<file path="src/rtl/vb_cache_pkg.sv">
package vb_cache_pkg;
    parameter int ADDR_W  = 8;
    parameter int INDEX_W = 3;
    parameter int DATA_W  = 16;
    parameter int VICTIMS = 4;

    localparam int TAG_W  = ADDR_W - INDEX_W;
    localparam int SETS   = 1 << INDEX_W;
    localparam int VIDX_W = (VICTIMS > 1) ? $clog2(VICTIMS) : 1;

    typedef logic [ADDR_W-1:0]  addr_t;
    typedef logic [INDEX_W-1:0] index_t;
    typedef logic [TAG_W-1:0]   tag_t;
    typedef logic [DATA_W-1:0]  data_t;
    typedef logic [VIDX_W-1:0]  vslot_t;

    typedef enum logic [1:0] {
        OUT_MAIN_HIT   = 2'd0,
        OUT_VICTIM_HIT = 2'd1,
        OUT_MISS       = 2'd2
    } outcome_e;

    typedef enum logic [2:0] {
        S_IDLE, S_SWAP, S_WB, S_FILL, S_WAIT
    } state_e;

    typedef struct packed {
        logic  valid;
        logic  dirty;
        tag_t  tag;
        data_t data;
    } main_line_t;

    typedef struct packed {
        logic  valid;
        logic  dirty;
        addr_t blk;
        data_t data;
    } vict_line_t;

    function automatic index_t idx_of(addr_t a);
        return a[INDEX_W-1:0];
    endfunction

    function automatic tag_t tag_of(addr_t a);
        return a[ADDR_W-1:INDEX_W];
    endfunction
endpackage

</file>
<file path="src/rtl/vb_main_array.sv">
module vb_main_array
    import vb_cache_pkg::*;
(
    input  logic       clk,
    input  logic       rst,
    input  index_t     rd_idx,
    output main_line_t rd_line,
    input  logic       wr_en,
    input  index_t     wr_idx,
    input  main_line_t wr_line
);
    main_line_t lines [SETS];

    assign rd_line = lines[rd_idx];

    always_ff @(posedge clk) begin
        if (rst) begin
            for (int k = 0; k < SETS; k++) lines[k] <= '0;
        end else if (wr_en) begin
            lines[wr_idx] <= wr_line;
        end
    end
endmodule

</file>
<file path="src/rtl/vb_victim_buf.sv">
module vb_victim_buf
    import vb_cache_pkg::*;
(
    input  logic               clk,
    input  logic               rst,
    input  addr_t              look_blk,
    output logic [VICTIMS-1:0] match,
    output vslot_t             hit_slot,
    output vict_line_t         hit_line,
    output vslot_t             rep_slot,
    output vict_line_t         rep_line,
    output logic               full,
    input  logic               ins_en,
    input  vslot_t             ins_slot,
    input  vict_line_t         ins_line
);
    vict_line_t          ent [VICTIMS];
    vslot_t              age [VICTIMS];
    logic [VICTIMS-1:0]  vld;
    logic [VIDX_W:0]     thr;

    for (genvar g = 0; g < VICTIMS; g++) begin : g_ent
        assign vld[g]   = ent[g].valid;
        assign match[g] = ent[g].valid && (ent[g].blk == look_blk);
    end

    always_comb begin
        hit_slot = '0;
        for (int k = 0; k < VICTIMS; k++)
            if (match[k]) hit_slot = vslot_t'(k);
    end

    // Lowest free slot first; otherwise the entry whose insertion rank is oldest.
    always_comb begin
        rep_slot = '0;
        for (int k = VICTIMS - 1; k >= 0; k--)
            if (vld[k] && age[k] == vslot_t'(VICTIMS - 1)) rep_slot = vslot_t'(k);
        for (int k = VICTIMS - 1; k >= 0; k--)
            if (!vld[k]) rep_slot = vslot_t'(k);
    end

    assign full     = &vld;
    assign hit_line = ent[hit_slot];
    assign rep_line = ent[rep_slot];
    assign thr      = vld[ins_slot] ? {1'b0, age[ins_slot]} : (VIDX_W + 1)'(VICTIMS);

    always_ff @(posedge clk) begin
        if (rst) begin
            for (int k = 0; k < VICTIMS; k++) begin
                ent[k] <= '0;
                age[k] <= '0;
            end
        end else if (ins_en) begin
            for (int k = 0; k < VICTIMS; k++) begin
                if (vslot_t'(k) == ins_slot) begin
                    ent[k] <= ins_line;
                    age[k] <= '0;
                end else if (vld[k] && ({1'b0, age[k]} < thr)) begin
                    age[k] <= age[k] + 1'b1;
                end
            end
        end
    end
endmodule

</file>
<file path="src/rtl/vb_cache.sv">
module vb_cache
    import vb_cache_pkg::*;
(
    input  logic              clk,
    input  logic              rst,
    input  logic              req_valid,
    output logic              req_ready,
    input  logic              req_write,
    input  logic [ADDR_W-1:0] req_addr,
    input  logic [DATA_W-1:0] req_wdata,
    output logic              resp_valid,
    output logic [1:0]        resp_kind,
    output logic [DATA_W-1:0] resp_rdata,
    output logic              mem_req_valid,
    input  logic              mem_req_ready,
    output logic              mem_req_write,
    output logic [ADDR_W-1:0] mem_req_addr,
    output logic [DATA_W-1:0] mem_req_wdata,
    input  logic              mem_rsp_valid,
    input  logic [DATA_W-1:0] mem_rsp_data
);
    state_e             state;
    outcome_e           kind_q;
    logic               cur_write;
    addr_t              cur_addr;
    data_t              cur_wdata;

    addr_t              look_addr;
    main_line_t         m_line;
    logic               main_hit;
    logic [VICTIMS-1:0] v_match;
    logic               v_hit;
    vslot_t             hit_slot;
    vslot_t             rep_slot;
    vict_line_t         hit_line;
    vict_line_t         rep_line;
    logic               v_full;
    logic               accept;
    logic               wb_needed;

    logic               m_we;
    main_line_t         m_wline;
    logic               v_ins;
    vslot_t             v_slot;
    vict_line_t         v_line;

    assign req_ready = (state == S_IDLE);
    assign accept    = req_valid && req_ready;
    assign look_addr = (state == S_IDLE) ? req_addr : cur_addr;
    assign main_hit  = m_line.valid && (m_line.tag == tag_of(look_addr));
    assign v_hit     = |v_match;
    assign wb_needed = m_line.valid && v_full && rep_line.dirty;
    assign resp_kind = kind_q;

    vb_main_array u_main (
        .clk     (clk),
        .rst     (rst),
        .rd_idx  (idx_of(look_addr)),
        .rd_line (m_line),
        .wr_en   (m_we),
        .wr_idx  (idx_of(look_addr)),
        .wr_line (m_wline)
    );

    vb_victim_buf u_victim (
        .clk      (clk),
        .rst      (rst),
        .look_blk (look_addr),
        .match    (v_match),
        .hit_slot (hit_slot),
        .hit_line (hit_line),
        .rep_slot (rep_slot),
        .rep_line (rep_line),
        .full     (v_full),
        .ins_en   (v_ins),
        .ins_slot (v_slot),
        .ins_line (v_line)
    );

    // Array and buffer write ports
    always_comb begin
        m_we    = 1'b0;
        m_wline = '0;
        v_ins   = 1'b0;
        v_slot  = rep_slot;
        v_line  = '{valid: m_line.valid, dirty: m_line.dirty,
                    blk: {m_line.tag, idx_of(look_addr)}, data: m_line.data};
        case (state)
            S_IDLE: if (accept && main_hit && req_write) begin
                m_we    = 1'b1;
                m_wline = '{valid: 1'b1, dirty: 1'b1, tag: tag_of(req_addr), data: req_wdata};
            end
            S_SWAP: begin
                m_we    = 1'b1;
                m_wline = '{valid: 1'b1, dirty: hit_line.dirty | cur_write,
                            tag: tag_of(cur_addr),
                            data: cur_write ? cur_wdata : hit_line.data};
                v_ins   = 1'b1;
                v_slot  = hit_slot;
            end
            S_WAIT: if (mem_rsp_valid) begin
                m_we    = 1'b1;
                m_wline = '{valid: 1'b1, dirty: cur_write, tag: tag_of(cur_addr),
                            data: cur_write ? cur_wdata : mem_rsp_data};
                v_ins   = m_line.valid;
            end
            default: ;
        endcase
    end

    assign mem_req_valid = (state == S_WB) || (state == S_FILL);
    assign mem_req_write = (state == S_WB);
    assign mem_req_addr  = (state == S_WB) ? rep_line.blk : cur_addr;
    assign mem_req_wdata = rep_line.data;

    always_ff @(posedge clk) begin
        if (rst) begin
            state      <= S_IDLE;
            kind_q     <= OUT_MAIN_HIT;
            resp_valid <= 1'b0;
            resp_rdata <= '0;
            cur_write  <= 1'b0;
            cur_addr   <= '0;
            cur_wdata  <= '0;
        end else begin
            resp_valid <= 1'b0;
            case (state)
                S_IDLE: if (accept) begin
                    cur_write <= req_write;
                    cur_addr  <= req_addr;
                    cur_wdata <= req_wdata;
                    if (main_hit) begin
                        resp_valid <= 1'b1;
                        kind_q     <= OUT_MAIN_HIT;
                        resp_rdata <= req_write ? req_wdata : m_line.data;
                    end else if (v_hit) begin
                        state <= S_SWAP;
                    end else begin
                        state <= wb_needed ? S_WB : S_FILL;
                    end
                end
                S_SWAP: begin
                    state      <= S_IDLE;
                    resp_valid <= 1'b1;
                    kind_q     <= OUT_VICTIM_HIT;
                    resp_rdata <= cur_write ? cur_wdata : hit_line.data;
                end
                S_WB:   if (mem_req_ready) state <= S_FILL;
                S_FILL: if (mem_req_ready) state <= S_WAIT;
                S_WAIT: if (mem_rsp_valid) begin
                    state      <= S_IDLE;
                    resp_valid <= 1'b1;
                    kind_q     <= OUT_MISS;
                    resp_rdata <= cur_write ? cur_wdata : mem_rsp_data;
                end
                default: state <= S_IDLE;
            endcase
        end
    end
endmodule

</file>
<file path="config.mk">
export PLATFORM = sky130hd
export DESIGN_NAME = vb_cache
export DESIGN_NICKNAME = d
export VERILOG_FILES = /design/src/rtl/vb_cache_pkg.sv /design/src/rtl/vb_main_array.sv /design/src/rtl/vb_victim_buf.sv /design/src/rtl/vb_cache.sv
export SDC_FILE = /design/constraint.sdc
export NUM_CORES = 1
export LEC_CHECK = 0
export ABC_CLOCK_PERIOD_IN_PS = 6100
export BUFFER_PORTS_ARGS = -buffer_cell sky130_fd_sc_hd__buf_2
export CORE_MARGIN = 2
export CORE_UTILIZATION = 56
export DETAILED_ROUTE_END_ITERATION = 16
export PLACE_DENSITY = 0.77
export SLEW_MARGIN = 5
export SYNTH_ARGS = -nofsm -noshare
export SYNTH_HDL_FRONTEND = slang
export SYNTH_HIERARCHICAL = 1
export SYNTH_SLANG_ARGS = --single-unit
</file>
<file path="constraint.sdc">
create_clock -name clk -period 6.1 [get_ports clk]
set_input_delay 1.22 -clock clk [delete_from_list [all_inputs] [get_ports clk]]
set_output_delay 1.22 -clock clk [all_outputs]
set_load 0.03 [all_outputs]
</file>
Yosys cells after proc, flatten, opt, wreduce, memory -nomap -nowiden
Memories as Yosys holds them, arrays and structs flattened.
Cells that the tools add are included.
Storage, ports and cells
  RAM bits: 296
  latch bits: 0
  input port bits: 46
  memories kept: 3
  register bits: 47
  word-level logic and storage cells: 185
  bits in read-only memories: 0
  output and inout bits: 46
Memory list
  u_main.lines: words 8, bits a word 23, rd ports 1, clocked after Yosys merged registers in 0, write ports 8, RTL line vb_main_array.sv:12  | main_line_t lines [SETS];
  u_victim.ent: words 4, bits a word 26, rd ports 6, clocked after Yosys merged registers in 0, write ports 4, RTL line vb_victim_buf.sv:17  | vict_line_t ent [VICTIMS];
  u_victim.age: words 4, bits a word 2, rd ports 5, clocked after Yosys merged registers in 0, write ports 4, RTL line vb_victim_buf.sv:18  | vslot_t age [VICTIMS];
Operators by class
  multiplexer cells: 103
  shift operators: 0
  order comparisons: 5
  bitwise gates (word level): 13
  divide/modulo/power cells: 0
  $add $sub $neg: 4
  multipliers: 0
  equality and inequality tests: 22
  reductions and logical operators: 28
Operator list (number)
  26-bit two-way mux: 4
  16-bit two-way mux: 6
  23-bit two-way mux: 3
  23-bit one-hot mux with 3 select lines: 1
  1-bit two-way mux: 50
  16-bit one-hot mux with 3 select lines: 1
  2-bit two-way mux: 23
  8-bit == test: 4
  23-bit OR reduction: 1
  3-bit two-way mux: 7
  1-bit logical AND: 18
  8-bit two-way mux: 2
  1-bit OR: 13
  2-bit by 3-bit < comparator with 1-bit output: 4
  3-bit one-hot mux with 4 select lines: 1
  2-bit by 1-bit adder with 2-bit output (second input constant): 4
  2-bit == test (second input constant): 4
  2-bit != test (second input constant): 4
  4-bit AND reduction: 2
  3-bit by 2-bit == test with 1-bit output (second input constant): 2
  1-bit one-hot mux with 3 select lines: 2
  2-bit one-hot mux with 3 select lines: 1
  5-bit == test: 1
  5-bit AND reduction: 1
  14 further kinds: 16

Longest topological paths before layout
Gate-level depths: netlist of the first run.
An unclocked memory read counts as a cell.
  word-level depth: 23
  gate-level depth with buffers: 23
  mapped depth without buffers: 16

Hierarchy
The synthesis of the first run kept the hierarchy.
Modules (own cells, without submodules)
  vb_main_array: area each 8346.8 um^2, instances 1, seq. area each 5525.3 um^2, cells each 527
  vb_victim_buf: area each 6755.2 um^2, instances 1, seq. area each 3363.2 um^2, cells each 632
  vb_cache: area each 3300.7 um^2, instances 1, seq. area each 940.9 um^2, cells each 432

Worst setup path before layout of the first run
Ideal clock, no wire load.
  kind: reg-to-reg
  start: reg state[0]
  end: mem u_main/lines[0][0] in the netlist's numbering, enable pin
  period minus slack after synthesis: 6.593 ns
  setup slack: -0.493 ns
  stages on the path, launching flop included: 23
  arrival time: 6.185 ns
  buffers on the path: 9
  data required time: 5.692 ns
  library setup time: 0.408 ns
  path through: dfxtp_1 > buf_6 > or3_1 > buf_6 > clkinv_4 > clkbuf_1 > nand2_1 > nand2_1 > clkbuf_1 > buf_2 > mux4_1 > mux2_2 > or2_2 > a221oi_1 > o32ai_2 > or2_1 > buf_6 > o21ai_0 > or3b_1 > clkbuf_1 > buf_6 > buf_6 > o21bai_1
RTL lines
  start: declaration: RTL line vb_cache.sv:22  | state_e state;
  start signal: assignment: RTL line vb_cache.sv:139  | state <= wb_needed ? S_WB : S_FILL;
  end: declaration: RTL line vb_main_array.sv:12

==> results.md, run 1 <==
* Max Cap Violations at 0
* Vias in the first global route at 13000
* Layout net count at around 1600
* HP Class: flip-flop to flip-flop
* Leakage at 7.40 nW
* Startpoint Class: flip-flop
* Final setup fails at 0
* CTS Buf Count at 37
* Syn nets at about 1600
* Setup WS pre-CTS at 0.566 ns
* Combinational power share at 37.3%
* Largest net degree at the start of global routing at between 50 and 60
* 1st-iter DRT viols at 1850
* Die Ht at 184 um
* Hold Vio Cnt, Final at 0
* TNS Setup at 0 ns
* Final GP Congestion at between 0.9 and 1
* Cell Rows at 65
* WP data required at 6.31 ns
* First-pass GRT wire length at 75600 um
* RSZ-0062 raised after global routing: no
* PortBufs at 91
* Routed via count at 13300
* Final Max Tran Viols at 0
* Worst IR drop on VDD at 239 uV
* Post-detail-place hpwl at ~32000 um
* Final min period at 5.61 ns
* Finished Layout Cells at 2016
* Routed WL at 49400 um
* Chip Width at 184 um
* Fin crit share at between 90% and 100%
* Crit path max fanout at 44
* Seq pwr share at approximately 36%
* Power Total at around 8.3 mW
* Antenna violations before repair at 3
* Critical Path AT at 5.82 ns
* Clock network fraction of design power at 26.7%
* Wire per inst at between 20 and 25 um
* Post-layout instance area at 20100 sq um
* Worst Hold Margin at about 0.46 ns
* Fill count at 2436
* Drt via density at 6.60
* Clock skew at 0.0134 ns
* Ys Warns at 6
* Status: complete, no violations
* Placed cells at 1946
* Number of I/O pins at 92
* Number of routed nets with antenna violations at 0
* CTS tree: built
* Total core area at 31700 sq um
* Gr ovfl total at 0
* Power per cell area at 415 nW/um^2
* Total clock sinks at 343
* First-pass DRT Iterations at 8
* Clock Path Buffers at 3
* Area after DPL at roughly 19000 sq um
* Worst-margin pin slew at 1.08 ns
* CTS Hold Bufs at 0
* Worst skew pair latency at roughly 0.53 ns
* DRC Markers at 0
* Final core occ at 63.2%
* Die area at 33800 sq um
* Syn_area_per_cell at 11.8 sq um
* CP endpoint kind: flip-flop
* GR Util All Layers at 29.3%
* Layout cells sized above 1 at 19.3%
* # Post-CTS Setup Buffers at 0
* Syn-to-layout area delta at 10.8%
* Kind of critical path: flip-flop to flip-flop
* Final Worst Setup Slack at 0.488 ns
* Net Sw Frac at 38.3%
* Synth Cell Area at 18100 sq um
* P_sw at between 3 and 4 mW
* Max Fclk at 178 MHz
* H-tree depth at 2
* Initial Util at a little under three fifths
* Pint at 5.13 mW
* Clock transition at the registers of the reported paths at 0.06 ns
* Clk root buf: clkbuf_16
* Post-cts sizing count at 0
* Max transition margin at 27.8%
* Syn Inst Count at 1540
==> placed cells by master, fill, tap and decap left out, types with 6 or more instances in the layout <==
| cell | n |
|---|---|
| nor2_1 | 21 |
| o21ai_0 | 25 |
| xor2_1 | 7 |
| nor3_1 | 190 |
| edfxtp_1 | 296 |
| o21bai_1 | 6 |
| o21a_1 | 12 |
| buf_4 | 50 |
| ha_1 | 8 |
| mux2_2 | 50 |
| dfxtp_1 | 47 |
| mux4_1 | 37 |
| inv_1 | 59 |
| a222oi_1 | 25 |
| clkbuf_1 | 6 |
| a211oi_2 | 10 |
| and2_1 | 28 |
| a22oi_1 | 6 |
| buf_2 | 91 |
| nand2_1 | 124 |
| mux2i_1 | 26 |
| a211oi_1 | 42 |
| o21ai_1 | 12 |
| a221o_1 | 14 |
| o31a_1 | 17 |
| mux4_2 | 11 |
| clkbuf_16 | 37 |
| and3_1 | 81 |
| xnor2_1 | 28 |
| o21bai_2 | 9 |
| nand2b_1 | 33 |
| clkinv_2 | 7 |
| a21oi_1 | 75 |
| clkinv_1 | 29 |
==> power groups by stage <==
stage	registers, mW	clock network (mW)	logic (mW)
detailed placement	3.04	0	3.04
floorplan	3.09	0	2.12
CTS	2.99	2.24	3.06
global route	3.02	2.34	3.28
finish	2.99	2.22	3.11
global placement	3.03	0	2.99
==> worst paths after layout <==
path	to	cells after the start	startpoint	slack, ns
worst min register to register	cur_wdata[7]	2	cur_wdata[7]	0.46
worst max register to register	u_main/lines[5][4]	16	state[1]	0.49
worst max-delay path	u_main/lines[5][4]	16	state[1]	0.49
worst min-delay path	cur_wdata[7]	2	cur_wdata[7]	0.46
==> worst max-delay path, stage by stage, from the launching register on <==
cell      delay [ns]
dfxtp_1         0.30
buf_4           0.17
or3_1           0.61
clkinv_4        0.24
nand2_1         0.09
nand2_2         0.30
mux4_1          0.62
mux2_2          0.33
or2_2           0.28
a221oi_1        0.34
o32ai_2         0.15
or2_1           0.25
o21ai_0         0.49
nand3b_1        0.23
buf_4           0.34
o21bai_2        0.22
buf_4           0.29
==> per-layer routing <==
metal / GRT usage (%) / vias to the layer above / wire length (um)
met3: 5.43 / 121 / 5040
met5: 0 / - / 12
li1: - / 5943 / -
met2: 48.2 / 786 / 23900
met4: 9.70 / 2 / 1500
met1: 39.6 / 6446 / 19000
==> registers in the layout, summed over array words and instances, names as in the netlist <==
name	flops
state	3
u_main/lines	184
u_victim/age	8
cur_write	1
cur_wdata	16
resp_kind	2
resp_rdata	16
u_victim/ent	104
cur_addr	8
resp_valid	1
==> layout make-up <==
cell class,count,area [sq um],area share (%)
diodes,2,5.00,0.0250
clock buffers,45,976,4.87
clock inverters,23,223,1.11
inverters,85,324,1.62
multi-input cells,972,7300,36.4
flip-flops and latches,343,9830,49.0
well taps,402,503,2.51
repair buffers,144,891,4.44
No activity file was read; power rests on OpenSTA's default activity.
==> inputs of run 2 (changes only) <==
--- a/config.mk
+++ b/config.mk
@@ -5,12 +5,12 @@
 export SDC_FILE = /design/constraint.sdc
 export NUM_CORES = 1
 export LEC_CHECK = 0
-export ABC_CLOCK_PERIOD_IN_PS = 6100
+export ABC_CLOCK_PERIOD_IN_PS = 6900
 export BUFFER_PORTS_ARGS = -buffer_cell sky130_fd_sc_hd__buf_2
 export CORE_MARGIN = 2
-export CORE_UTILIZATION = 56
+export CORE_UTILIZATION = 61
 export DETAILED_ROUTE_END_ITERATION = 16
-export PLACE_DENSITY = 0.77
+export PLACE_DENSITY = 0.79
 export SLEW_MARGIN = 5
 export SYNTH_ARGS = -nofsm -noshare
 export SYNTH_HDL_FRONTEND = slang
==> constraint.sdc (replaced) <==
create_clock -name clk -period 6.9 [get_ports clk]
set_input_delay 1.38 -clock clk [delete_from_list [all_inputs] [get_ports clk]]
set_output_delay 1.38 -clock clk [all_outputs]
set_load 0.03 [all_outputs]
==> run 2 against run 1 <==
Clock-buffer cell count increased by 4. Sequential power decreased by 11%. Critical path depth unchanged. Critical path type unchanged. Maximum frequency decreased by 5.0%. Via count increased by 0.61%.
==> results.md, run 2 (synthesis results as in run 1) <==
* Layout net count at between 1500 and 2000
* Vias in the first global route at around 13000
* Clock skew at around 0.014 ns
* Leakage at 7.33 nW
* Status: complete, no violations
* Total core area at 29400 sq um
* Clk root buf: clkbuf_16
* CTS Buf Count at 36
* Worst skew pair latency at 0.52 ns
* Max reg flops at 184
* Area of the multi-input gates at 7290 sq um
* First-pass GRT wire length at 75600 um
* H-tree depth at 2
* Clock Path Buffers at 3
* Total clock sinks at 343
* Reg area at 9830 sq um
* Post-cts sizing count at 0
* Routed WL at between 40000 and 50000 um
* Largest net degree at the start of global routing at 73
* Hold Vio Cnt, Final at 0
* Wire per inst at ~25 um
* Antenna violations before repair at 4
* 1st-iter DRT viols at 2145
* RSZ-0062 raised after global routing: no
* Combinational power share at 37.6%
* Fill count at 2113
* Initial Util at 61.6%
* Post-detail-place hpwl at roughly 32000 um
* HP Class: flip-flop to flip-flop
* Crit-path max cell delay at 0.64 ns
* Startpoint Class: flip-flop
* TNS Setup at 0 ns
* Clock transition at the registers of the reported paths at roughly 0.06 ns
* Die area at 31100 sq um
* Power per cell area at between 300 and 400 nW/um^2
* Die Ht at between 150 and 200 um
* Number of I/O pins at 92
* Gr ovfl total at 0
* CTS Hold Bufs at 0
* WP data required at roughly 7.1 ns
* Biggest regs: u_main/lines x184, u_victim/ent x104
* Worst-margin pin slew at 1.09 ns
* CP max-delay cell: or3_1
* Most frequent cells in the layout: edfxtp_1, nor3_1, nand2_1
* Max transition margin at 27.3%
* Pint at roughly 4.5 mW
* Most Frequent Cell on Critical Path: buf_4
* Chip Width at 176 um
* Final Max Tran Viols at 0
* Kind of critical path: flip-flop to flip-flop
* Seq pwr share at 36.9%
* Most common cell after layout, fill and taps aside: edfxtp_1
* Cell Rows at 63
* Number of routed nets with antenna violations at 0
* Worst IR drop on VDD at 254 uV
* Clock network fraction of design power at 25.5%
* Final min period at 5.91 ns
* Net Sw Frac at between 30% and 40%
* Crit path max fanout at 34
* Layout cells sized above 1 at 18.4%
* Top reg by flops: u_main/lines
* CTS tree: built
* Worst path cell trace: or3_1 > clkinv_4 > nand2_1 > nand2_2 > buf_4 > mux4_1 > mux2_2 > xor2_1 > nor2_1 > o221ai_2 > or2_1 > o21ai_0 > or3b_4 > buf_4 > o21bai_2 > buf_4
* Max Cap Violations at 0
* Critical Path AT at 6.11 ns
* Final core occ at approximately 68%
* PortBufs at 91
* Drt via density at approximately 6.7
* P_sw at 2.76 mW
* First-pass DRT Iterations at 7
* Routed via count at around 13000
* # Post-CTS Setup Buffers at 0
* Fin crit share at 85.6%
* Max Fclk at 169 MHz
* Final GP Congestion at 0.926
* Final setup fails at 0
* DRC Markers at 0
* Syn-to-layout area delta at 9.86%
* CP endpoint kind: flip-flop
* GR Util All Layers at between 30% and 40%
==> run 2: cell types whose count changed in the layout (fill, tap and decap cells not counted), sizes merged <==
cell      before  now
inv           64   62
diode          2    4
buf          144  137
clkbuf        45   49
clkinvlp       4    0
bufinv         3    1
==> run 2: final timing paths <==
path                         endpoint  cells past startpoint           from  slack (ns)
setup / recovery  u_main/lines[4][14]                     16       state[1]        0.99
hold / removal          cur_wdata[11]                      2  cur_wdata[11]        0.46
setup reg to reg  u_main/lines[4][14]                     16       state[1]        0.99
hold reg to reg         cur_wdata[11]                      2  cur_wdata[11]        0.46
==> run 2: final cells by class <==
class	instances	area share (%)
multi-input cells	972	36.7
clock buffers	49	5.04
flip-flops and latches	343	49.4
inverters	85	1.63
repair buffers	137	4.22
well taps	390	2.45
diodes	4	0.0503
clock inverters	15	0.522
==> run 2: worst max-delay path, delay by kind of cell (launching register included) <==
family,cells,cell delay (ns)
compound gates,3,0.81
xor+xnor,1,0.16
buf+inv,4,1.22
flops,1,0.42
mux,2,0.92
simple gates,6,2.05
==> run 2: power by group through the flow <==
stage	sequential [mW]	combinational, mW	clock [mW]
6_report	2.66	2.71	1.84
5_1_grt	2.68	2.87	1.93
4_1_cts	2.66	2.67	1.86
3_5_place_dp	2.70	2.65	0
3_3_place_gp	2.69	2.58	0
2_1_floorplan	2.73	1.86	0
==> run 2: layer usage <==
layer / vias to the layer above / part of all wire, % / routed length, um / GRT usage, %
met5: - / 0 / 0 / 0
met4: 0 / 3.9 / 1950 / 13.1
li1: 5919 / - / - / -
met1: 6547 / 39 / 19300 / 42.4
met2: 769 / 49 / 24000 / 52.1
met3: 144 / 8.6 / 4240 / 5.08
==> run 2: stage by stage <==
stage,total power [mW],instances,hold WS (ns),setup slack (ns),cell area [sq um]
floorplan,4.60,1540,0.437,0.307,18100
global placement,5.27,1927,0.441,1.04,18800
detailed placement,5.35,1927,0.447,0.861,18800
CTS,7.19,1991,0.455,1.05,19900
global route,7.48,1995,0.475,0.701,19900
finish,7.21,1995,0.456,0.992,19900
==> inputs of run 3 (changes only) <==
--- a/config.mk
+++ b/config.mk
@@ -11,6 +11,8 @@
 export CORE_UTILIZATION = 61
 export DETAILED_ROUTE_END_ITERATION = 16
 export PLACE_DENSITY = 0.79
+export REMOVE_ABC_BUFFERS = 1
+export SETUP_SLACK_MARGIN = 0.1
 export SLEW_MARGIN = 5
 export SYNTH_ARGS = -nofsm -noshare
 export SYNTH_HDL_FRONTEND = slang
==> run 3 against run 2 <==
Clock skew shrank 0.0046 ns. Die area is the same. Setup slack lost 0.22 ns. Worst hold slack gained 0.0032 ns. Cell count shrank 0.30%. Largest power group unchanged. Highest routed layer unchanged.
==> results.md, run 3 (synthesis results as in run 1) <==
* Power per cell area at 369 nW/um^2
* Diode count at 0
* Gr ovfl total at 0
* Max transition margin at 27.5%
* Post-cts sizing count at 0
* Syn-to-layout area delta at 10.2%
* Cell Rows at 63
* RSZ-0062 raised after global routing: no
* Routed WL at 48300 um
* Number of routed nets with antenna violations at 0
* Drt via density at 6.71
* Worst Hold Margin at ~0.46 ns
* Largest net degree at the start of global routing at 49
* GR Util All Layers at a little under a third
* Layout net count at ~1600
* Total clock sinks at 343
* HP Class: flip-flop to flip-flop
* Leakage at 7.36 nW
* CTS Hold Bufs at 0
* First-pass GRT wire length at approximately 74000 um
* CP endpoint kind: flip-flop
* R2R Setup Slk at approximately 0.77 ns
* Most common cell after layout, fill and taps aside: edfxtp_1
* Total core area at about 29000 sq um
* Die area at 31100 sq um
* CTS Buf Count at 36
* FF-to-FF path depth at 14
* Seq pwr share at between 30% and 40%
* First-pass DRT Iterations at 10
* Vias in the first global route at between 10000 and 15000
* Combinational power share at a little over a third
* Hold Path Cell Cnt at 2
* Number of I/O pins at just over 90
* Initial Util at 61.6%
* Kind of critical path: flip-flop to flip-flop
* Die Ht at 176 um
* DRC Markers at 0
* TNS Setup at 0 ns
* CTS tree: built
* Area after DPL at approximately 19000 sq um
* Wire per inst at about 24 um
* Worst-margin pin slew at between 1 and 1.5 ns
* Status: complete, no violations
* Clock network fraction of design power at 27.7%
* Final Max Tran Viols at 0
* Antenna violations before repair at 0
* Max Cap Violations at 0
* Clock transition at the registers of the reported paths at about 0.060 ns
* Clock skew at ~0.009 ns
* Post-detail-place hpwl at slightly above 30000 um
* Hold Vio Cnt, Final at 0
* WP data required at 7.13 ns
* Final setup fails at 0
* Max reg flops at approximately 180
* Clock Path Buffers at 3
* Fin crit share at 88.8%
* Layout cells sized above 1 at 18.5%
* Startpoint Class: flip-flop
* Biggest regs: u_main/lines x184, u_victim/ent x104
* Chip Width at between 150 and 200 um
* Final GP Congestion at 0.942
* Most frequent cells in the layout: edfxtp_1, nor3_1, nand2_1
* Critical Path AT at 6.35 ns
* # Post-CTS Setup Buffers at 0
* Crit path max fanout at 27
* Max Fclk at 163 MHz
* Worst IR drop on VDD at approximately 220 uV
* Pint at 4.63 mW
* Final core occ at 67.9%
* Fill count at 2073
* Top reg by flops: u_main/lines
* 1st-iter DRT viols at 2151
* Worst skew pair latency at 0.53 ns
* Final min period at 6.13 ns
* Post-layout instance area at 20000 sq um
* PortBufs at a little over 90
* Routed via count at 13300
* P_sw at 2.74 mW
* Clk root buf: clkbuf_16
* Net Sw Frac at 37.2%
* H-tree depth at 2
-- run 3: power groups by stage --
stage	registers (mW)	logic, mW	clock network [mW]
4_1_cts	2.65	2.62	2.06
3_5_place_dp	2.69	2.60	0
2_1_floorplan	2.75	1.69	0
6_report	2.65	2.67	2.04
3_3_place_gp	2.68	2.56	0
5_1_grt	2.67	2.83	2.14
-- run 3: layout make-up --
| class | instances | area [sq um] | area share, % |
|---|---|---|---|
| inverter | 85 | 324 | 1.62 |
| clock buffer | 49 | 1000 | 5.02 |
| sequential | 343 | 9830 | 49.3 |
| tap | 390 | 488 | 2.45 |
| multi-input combinational | 972 | 7290 | 36.5 |
| clock inverter | 16 | 238 | 1.19 |
| timing repair buffer | 134 | 778 | 3.90 |
-- run 3: worst max-delay path, stage by stage, from the launching register on --
cell and delay [ns]:
dfxtp_1 0.43, or3_1 0.65, clkinv_4 0.24, nand2_1 0.09, nand2_2 0.41, mux4_1 0.62, mux2_2 0.34, or2_2 0.29
a221oi_1 0.31, o32ai_2 0.14, or2_1 0.35, o21ai_0 0.46, or3b_4 0.60, o21bai_2 0.55, buf_4 0.30
-- run 3: path summary, 6_finish.rpt --
path,from,to
worst max-delay path,state[1],u_main/lines[2][0]
worst min register to register,cur_wdata[9],cur_wdata[9]
worst min-delay path,cur_wdata[9],cur_wdata[9]
worst max register to register,state[1],u_main/lines[2][0]
-- run 3: metal layers --
| layer | vias to the layer above | wire length, um | global-route usage [%] |
|---|---|---|---|
| met5 | - | 0 | 0 |
| met4 | 0 | 1860 | 12.6 |
| met3 | 148 | 4640 | 5.71 |
| met2 | 801 | 23200 | 50.9 |
| met1 | 6499 | 18500 | 40.8 |
| li1 | 5895 | - | - |
-- run 3: through the flow --
stage | worst slack (ns) | power [mW] | instances
final | 0.772 | 7.37 | 1989
after global routing | 0.386 | 7.64 | 1989
after CTS | 0.874 | 7.33 | 1989
after detailed placement | 0.734 | 5.29 | 1924
after global placement | 0.804 | 5.23 | 1924
after floorplan | -2.25 | 4.44 | 1400
